### src/rtl/evt_irq_pkg.sv
package evt_irq_pkg;
    localparam int N_EVT     = 9;
    localparam int ADDR_W    = 3;
    localparam int EV_RX_LVL = 5;

    typedef enum logic [ADDR_W-1:0] {
        RA_MASK = 3'd0,
        RA_RAW  = 3'd1,
        RA_MSKD = 3'd2,
        RA_CLR  = 3'd3,
        RA_THR  = 3'd4
    } reg_addr_e;

    typedef enum logic {
        LV_BELOW   = 1'b0,
        LV_REACHED = 1'b1
    } lvl_state_e;
endpackage

### src/rtl/evt_lvl_fsm.sv
module evt_lvl_fsm
    import evt_irq_pkg::*;
#(
    parameter int CNT_W = 4
) (
    input  logic             clk_i,
    input  logic             rst_ni,
    input  logic [CNT_W-1:0] fill_i,
    input  logic [CNT_W-1:0] thr_i,
    output logic             hit_o
);
    lvl_state_e state_q, state_d;
    logic       at_or_above;

    assign at_or_above = (fill_i >= thr_i);

    // state register
    always_ff @(posedge clk_i or negedge rst_ni) begin
        if (!rst_ni) state_q <= LV_BELOW;
        else         state_q <= state_d;
    end

    // next state and crossing pulse
    always_comb begin
        state_d = state_q;
        hit_o   = 1'b0;
        unique case (state_q)
            LV_BELOW: begin
                if (at_or_above) begin
                    state_d = LV_REACHED;
                    hit_o   = 1'b1;
                end
            end
            LV_REACHED: begin
                if (!at_or_above) state_d = LV_BELOW;
            end
        endcase
    end
endmodule

### src/rtl/evt_latch.sv
module evt_latch #(
    parameter int N = 9
) (
    input  logic         clk_i,
    input  logic         rst_ni,
    input  logic [N-1:0] set_i,
    input  logic [N-1:0] clr_i,
    output logic [N-1:0] raw_o
);
    for (genvar i = 0; i < N; i++) begin : g_bit
        always_ff @(posedge clk_i or negedge rst_ni) begin
            if (!rst_ni)       raw_o[i] <= 1'b0;
            else if (set_i[i]) raw_o[i] <= 1'b1;   // set beats clear
            else if (clr_i[i]) raw_o[i] <= 1'b0;
        end
    end
endmodule

### src/rtl/evt_irq_ctrl.sv
module evt_irq_ctrl
    import evt_irq_pkg::*;
#(
    parameter int CNT_W   = 4,
    parameter int THR_RST = 1
) (
    input  logic              clk_i,
    input  logic              rst_ni,
    input  logic [N_EVT-1:0]  evt_i,
    input  logic [CNT_W-1:0]  rx_fill_i,
    input  logic [ADDR_W-1:0] reg_addr_i,
    input  logic              reg_wr_i,
    input  logic [N_EVT-1:0]  reg_wdata_i,
    output logic [N_EVT-1:0]  reg_rdata_o,
    output logic              irq_o
);
    localparam int PAD_W = N_EVT - CNT_W;

    logic [N_EVT-1:0] mask_q;
    logic [CNT_W-1:0] thr_q;
    logic [N_EVT-1:0] raw_q;
    logic [N_EVT-1:0] set_vec;
    logic [N_EVT-1:0] clr_vec;
    logic [N_EVT-1:0] masked;
    logic             lvl_hit;
    logic             irq_q;
    logic             wr_mask, wr_thr;

    evt_lvl_fsm #(.CNT_W(CNT_W)) u_lvl (
        .clk_i  (clk_i),
        .rst_ni (rst_ni),
        .fill_i (rx_fill_i),
        .thr_i  (thr_q),
        .hit_o  (lvl_hit)
    );

    always_comb begin
        set_vec            = evt_i;
        set_vec[EV_RX_LVL] = evt_i[EV_RX_LVL] | lvl_hit;
    end

    assign wr_mask = reg_wr_i && (reg_addr_i == RA_MASK);
    assign wr_thr  = reg_wr_i && (reg_addr_i == RA_THR);
    assign clr_vec = (reg_wr_i && (reg_addr_i == RA_CLR)) ? reg_wdata_i : '0;

    evt_latch #(.N(N_EVT)) u_latch (
        .clk_i  (clk_i),
        .rst_ni (rst_ni),
        .set_i  (set_vec),
        .clr_i  (clr_vec),
        .raw_o  (raw_q)
    );

    always_ff @(posedge clk_i or negedge rst_ni) begin
        if (!rst_ni) begin
            mask_q <= '0;
            thr_q  <= CNT_W'(THR_RST);
        end else begin
            if (wr_mask) mask_q <= reg_wdata_i;
            if (wr_thr)  thr_q  <= reg_wdata_i[CNT_W-1:0];
        end
    end

    assign masked = raw_q & mask_q;

    always_ff @(posedge clk_i or negedge rst_ni) begin
        if (!rst_ni) irq_q <= 1'b0;
        else         irq_q <= |masked;
    end
    assign irq_o = irq_q;

    always_comb begin
        case (reg_addr_i)
            RA_MASK: reg_rdata_o = mask_q;
            RA_RAW:  reg_rdata_o = raw_q;
            RA_MSKD: reg_rdata_o = masked;
            RA_THR:  reg_rdata_o = {{PAD_W{1'b0}}, thr_q};
            default: reg_rdata_o = '0;
        endcase
    end
endmodule

### config.mk
export PLATFORM = sky130hd
export DESIGN_NAME = evt_irq_ctrl
export DESIGN_NICKNAME = d
export VERILOG_FILES = /design/src/rtl/evt_irq_pkg.sv /design/src/rtl/evt_lvl_fsm.sv /design/src/rtl/evt_latch.sv /design/src/rtl/evt_irq_ctrl.sv
export SDC_FILE = /design/constraint.sdc
export NUM_CORES = 1
export LEC_CHECK = 0
export BUFFER_PORTS_ARGS = -buffer_cell sky130_fd_sc_hd__buf_2
export CAP_MARGIN = 25
export CORE_MARGIN = 2
export CORE_UTILIZATION = 46
export CTS_CLUSTER_SIZE = 28
export DETAILED_ROUTE_END_ITERATION = 16
export PLACE_DENSITY = 0.81
export SLEW_MARGIN = 20
export SYNTH_ARGS = -nofsm -noshare
export SYNTH_HDL_FRONTEND = slang
export SYNTH_SLANG_ARGS = --single-unit
export TNS_END_PERCENT = 1
### constraint.sdc
create_clock -name clk_i -period 2.5 [get_ports clk_i]
set_input_delay 0.125 -clock clk_i [delete_from_list [all_inputs] [get_ports clk_i]]
set_output_delay 0.125 -clock clk_i [all_outputs]
set_load 0.1 [all_outputs]
# Word-level counts from Yosys, hierarchy flattened
# Cells that the tools add are included.
# op_classes
magnitude_cmp	1
eq_ne	4
muxes	22
n_bitwise	2
n_reduce_logical	14
# ops
operator	count
9-bit case mux with 4 select lines	1
1-bit 2-to-1 mux	20
2-bit nonzero test	9
9-bit bitwise AND	1
9-bit 2-to-1 mux	1
9-bit OR reduction	1
3-bit by 2-bit == test with 1-bit output, second input constant	2
4-bit greater-or-equal comparator	1
3-bit by 1-bit == test with 1-bit output, second input constant	1
3-bit == test, second input constant	1
1-bit logical AND	3
3-bit logical NOT	1
1-bit bitwise OR	1
# totals
reg_bits	24
inputBits	28
out_inout_bits	10
elab_cells	56

# Logic depth before layout (Yosys ltp)
# depth
depth_word	5
ltp_mapped	5
ltp_nobuf	5

# Modules after synthesis
# Synthesis repeated with hierarchy kept, for this count alone.
# hier_totals
hier_cells	134
area_unflattened_um2	1361.3
# by_module_without_submodules
module	instances	cells_each	area_each_um2	seq_area_each_um2
evt_irq_ctrl	1	91	902.1	351.6
evt_latch	1	27	326.6	225.2
evt_lvl_fsm	1	16	132.6	25.0

# Worst setup path after synthesis
# OpenSTA, ideal clock, no wires.
# synth_path
path_kind	register to output
startpoint	register thr_q[0]
endpoint	output port reg_rdata_o[0]
arrival_ns	2.683
t_required_ns	2.375
slack_ns	-0.308
path_stages_with_launch	3
cell_sequence	dfstp_2 a32oi_1 o21ai_0
# synth_between
elab_chain_cells	1
# synth_rtl
item	line	rtl
from (decl)	evt_irq_ctrl.sv:20	logic [CNT_W-1:0] thr_q;
from (signal assigned)	evt_irq_ctrl.sv:57	thr_q <= CNT_W'(THR_RST);
from (signal assigned)	evt_irq_ctrl.sv:60	if (wr_thr) thr_q <= reg_wdata_i[CNT_W-1:0];
9-bit case mux with 4 select lines	evt_irq_ctrl.sv:73	case (reg_addr_i)
to (decl)	evt_irq_ctrl.sv:14	output logic [N_EVT-1:0] reg_rdata_o,
# Every way passes these cells.

# Final worst setup path
# layout_path
startpoint	register thr_q[0]
endpoint	register u_latch.raw_o[5]
# layout_between
elab_chain_cells	5
elab_cells_between_ends	6
# layout_rtl
item	line	rtl
4-bit greater-or-equal comparator *	evt_lvl_fsm.sv:15	assign at_or_above = (fill_i >= thr_i);
1-bit 2-to-1 mux *	evt_lvl_fsm.sv:29	if (at_or_above) begin
1-bit 2-to-1 mux *	evt_lvl_fsm.sv:27	unique case (state_q)
1-bit bitwise OR *	evt_irq_ctrl.sv:39	set_vec[EV_RX_LVL] = evt_i[EV_RX_LVL] | lvl_hit;
1-bit 2-to-1 mux / 2-bit nonzero test (equally long branches)	n/a	
to (signal, indexed assignment)	evt_latch.sv:12	if (!rst_ni) raw_o[i] <= 1'b0;
to (signal, indexed assignment)	evt_latch.sv:13	else if (set_i[i]) raw_o[i] <= 1'b1;
to (signal, indexed assignment)	evt_latch.sv:14	else if (clr_i[i]) raw_o[i] <= 1'b0;
to (decl)	evt_latch.sv:8	output logic [N-1:0] raw_o
# Every way passes the cells marked *; elsewhere a longest branch is shown, timed or not.
# A chain may end at the register's enable or synchronous reset.

==> flow_summary.toml <==
[synthesis]
syn_nets = 151
synth_cell_types = 30
ys_ff_latch = 24
synth_edf_count = 0
yosysMostFrequentCell = "dfrtp_1"
synth.area.top_cells = "dfrtp_1 45%, mux2_2 8.8%, a32oi_1 5.5%"
ys_async_sr_fraction = 1.000
synth_top_flop_cell = "dfrtp_1"
ys_seq_area_frac = 0.4706
yosysTopAreaCellShare = 0.4501
yosys_warnings = 0
avgSynthCellArea_um2 = 10.75
synth_top_area_cell = "dfrtp_1"
synth_area_um2 = 1279
netlist_instances = 119
synth_common_cells = "23 x dfrtp_1, 10 x mux2_2, 10 x nand2_1, 10 x nand2b_1"

[grt]
grt_pass1_vias = 1256
grt_max_degree = 25
antenna_found_initial = 0
grtUsageTotal = 0.2143
grt_overflow = 0
grt_pass1_wl_mm = 5.299

[timing]
relSlewSlack = 0.5713
worst_pin_slew_ns = 0.6404
rsz0062_at_grt = "false"
final.min_clock_period_ns = 1.874
drv_slew = 0
setup_violations = 0
fin_skew_ns = 0.007873
hold_viol_final = 0
post-route-period-util = 0.7498
fmaxAchievable_mhz = 533.5
setup-tns-final_ns = 0

[pwr]
p_int_uw = 720.7
vdd_drop_max_uv = 472.5
p_leak_uw = 0.0006944
powerDensity_nw_per_um2 = 672.8
clkPwrFrac = 0.262
combPwrFrac = 0.295
p_sw_uw = 374.5
p_sw_frac = 0.3420
seq_power_share = 0.443

[floorplan]
rows = 19
coreArea_um2 = 2686
dieArea_um2 = 3218
die_h_um = 56.73
io_pins = 38
die_w_um = 56.73
initial_core_util = 0.4760

[cts]
clkTransAtPathRegs_ns = 0.14
cts-resized-gates = 0
clockRootBuffer = "clkbuf_4"
worstSkewPairLatency_ns = 0.32
clock_path_buffers = 2
cts_buffers = 3
htree_levels = 1
cts_tree = "built"
cts.sinks = 24

[place]
gp_congestion = 0.8237
port_buffers = 37
dp_hpwl_mm = 2.300

[finish]
fin_nets = 198
fin_util = 0.6060
area_growth_pct = 27.30
drive_gt1_frac = 0.3333
n_antenna_cell = 0

[critical_path]
r2r_setup_slack_ns = 0.63
critPathArrivalTime_ns = 2.05
worst_setup_path_start_kind = "flop"
timing.rr.start = "thr_q[0]"
required_ns = 2.67
regToRegEndpoint = "u_latch.raw_o[5]"
criticalPathCategory = "flop to flop"
cp_max_fo = 3
ff2ff_path_depth = 4
endpoint_kind = "flop"

[worst_hold_path]
hold_start = "reg_wdata_i[7]"
min_to = "mask_q[7]"
hold_path.class = "primary input to flop"
hold_depth = 2

[route]
vias_per_cell = 5.888
vias = 1154
ant_nets = 0
drc = 0
drt-initial-drc-count = 31
avgRoutedWirePerCell_um = 16.03
wl_mm = 3.142
firstDrtPassIters = 5

[flow_run]
maxCapViolCount = 0

[run_status]
status = "finished, final reports clean"
routing by layer:
| layer | routed length (um) | track usage | share of wire |
|---|---|---|---|
| met5 | 0 | 0 | 0 |
| met4 | 45 | 0.1224 | 0.014 |
| met3 | 167 | 0.03226 | 0.053 |
| met2 | 1684 | 0.3887 | 0.54 |
| met1 | 1245 | 0.2334 | 0.40 |
placed cells by master (no fill, tap or decap):
master / count
a222oi_1: 1
a32oi_1: 8
clkinv_1: 1
o21ai_1: 1
a22o_1: 1
a221oi_1: 1
a32o_1: 2
and2_1: 1
nand2b_1: 10
o311ai_0: 1
nand2_1: 10
mux2_2: 10
dfstp_2: 1
nor4b_4: 1
a22oi_1: 1
a21bo_2: 1
o21a_1: 1
a21o_1: 8
nand4b_1: 1
nor2b_1: 2
dfrtp_1: 23
nor2_1: 7
nand3_1: 4
a2111oi_0: 1
inv_1: 6
nor3b_2: 1
dlygate4sd3_1: 9
buf_2: 37
ha_1: 4
o21ai_0: 5
and4b_1: 1
clkbuf_4: 3
bufinv_16: 1
timing repair:
action,CTS,global route
buffers inserted,0,0
hold buffers,9,0
endpoints found under the hold margin,31,0
worst max path at each step:
stage               slack, ns  depth (start not counted)             start                to
detailed placement       0.67                          4          thr_q[0]  u_latch.raw_o[5]
CTS                      0.64                          4          thr_q[0]  u_latch.raw_o[5]
global placement         0.84                          4          thr_q[0]  u_latch.raw_o[5]
finish                   0.63                          4          thr_q[0]  u_latch.raw_o[5]
floorplan               -0.29                          3  u_latch.raw_o[2]    reg_rdata_o[2]
global route             0.57                          4          thr_q[0]  u_latch.raw_o[5]
cell type report:
cell class / count / area (um^2)
timing repair buffer: 46 / 275.3
fill: 233 / 1059
clock buffer: 3 / 22.52
inverter: 7 / 26.28
tap: 31 / 38.79
multi-input combinational: 84 / 633.1
clock inverter: 1 / 30.03
sequential: 24 / 601.8
per-stage QoR:
| stage | setup WS, ns | std cells | hold slack (ns) | power, uW | cell area [um^2] |
|---|---|---|---|---|---|
| floorplan | -0.2857 | 119 | -0.1706 | 715.7 | 1279 |
| global placement | 0.8402 | 183 | 0.1256 | 785.2 | 1485 |
| detailed placement | 0.6672 | 183 | 0.1323 | 801.3 | 1485 |
| CTS | 0.6383 | 196 | 0.03123 | 1095 | 1628 |
| global route | 0.5677 | 196 | 0.02311 | 1138 | 1628 |
| finish | 0.6255 | 196 | 0.03429 | 1095 | 1628 |
state kept, by name (all words and copies together) (netlist names):
register       count
thr_q              4
mask_q             9
u_lvl.state_q      1
u_latch.raw_o      9
irq_o              1
cells by family (layout without fill, tap and decap cells):
kind of cell               count (synthesis)  after routing  share of synthesized area
muxes                                     10             10                    0.08806
adders and majority gates                  4              4                    0.03914
AOI/OAI and AO/OA                         32             32                     0.1957
DFF                                       24             24                     0.4706
and+or+nand+nor                           38             38                     0.1722
buffers and inverters                     11             57                    0.03425
worst max-delay path, cell delays in order, from the launching register on:
cell and delay, ns:
dfstp_2 0.56, ha_1 0.22, nand2b_1 0.14, a2111oi_0 0.57, o311ai_0 0.24
power groups by stage:
stage,clock network [uW],logic [uW],registers (uW)
after floorplan,0,233,483
after global placement,0,297,488
after detailed placement,0,309,492
after CTS,288,322,484
after global routing,301,346,491
final,287,323,486
Power figures use the tool's default switching activity.
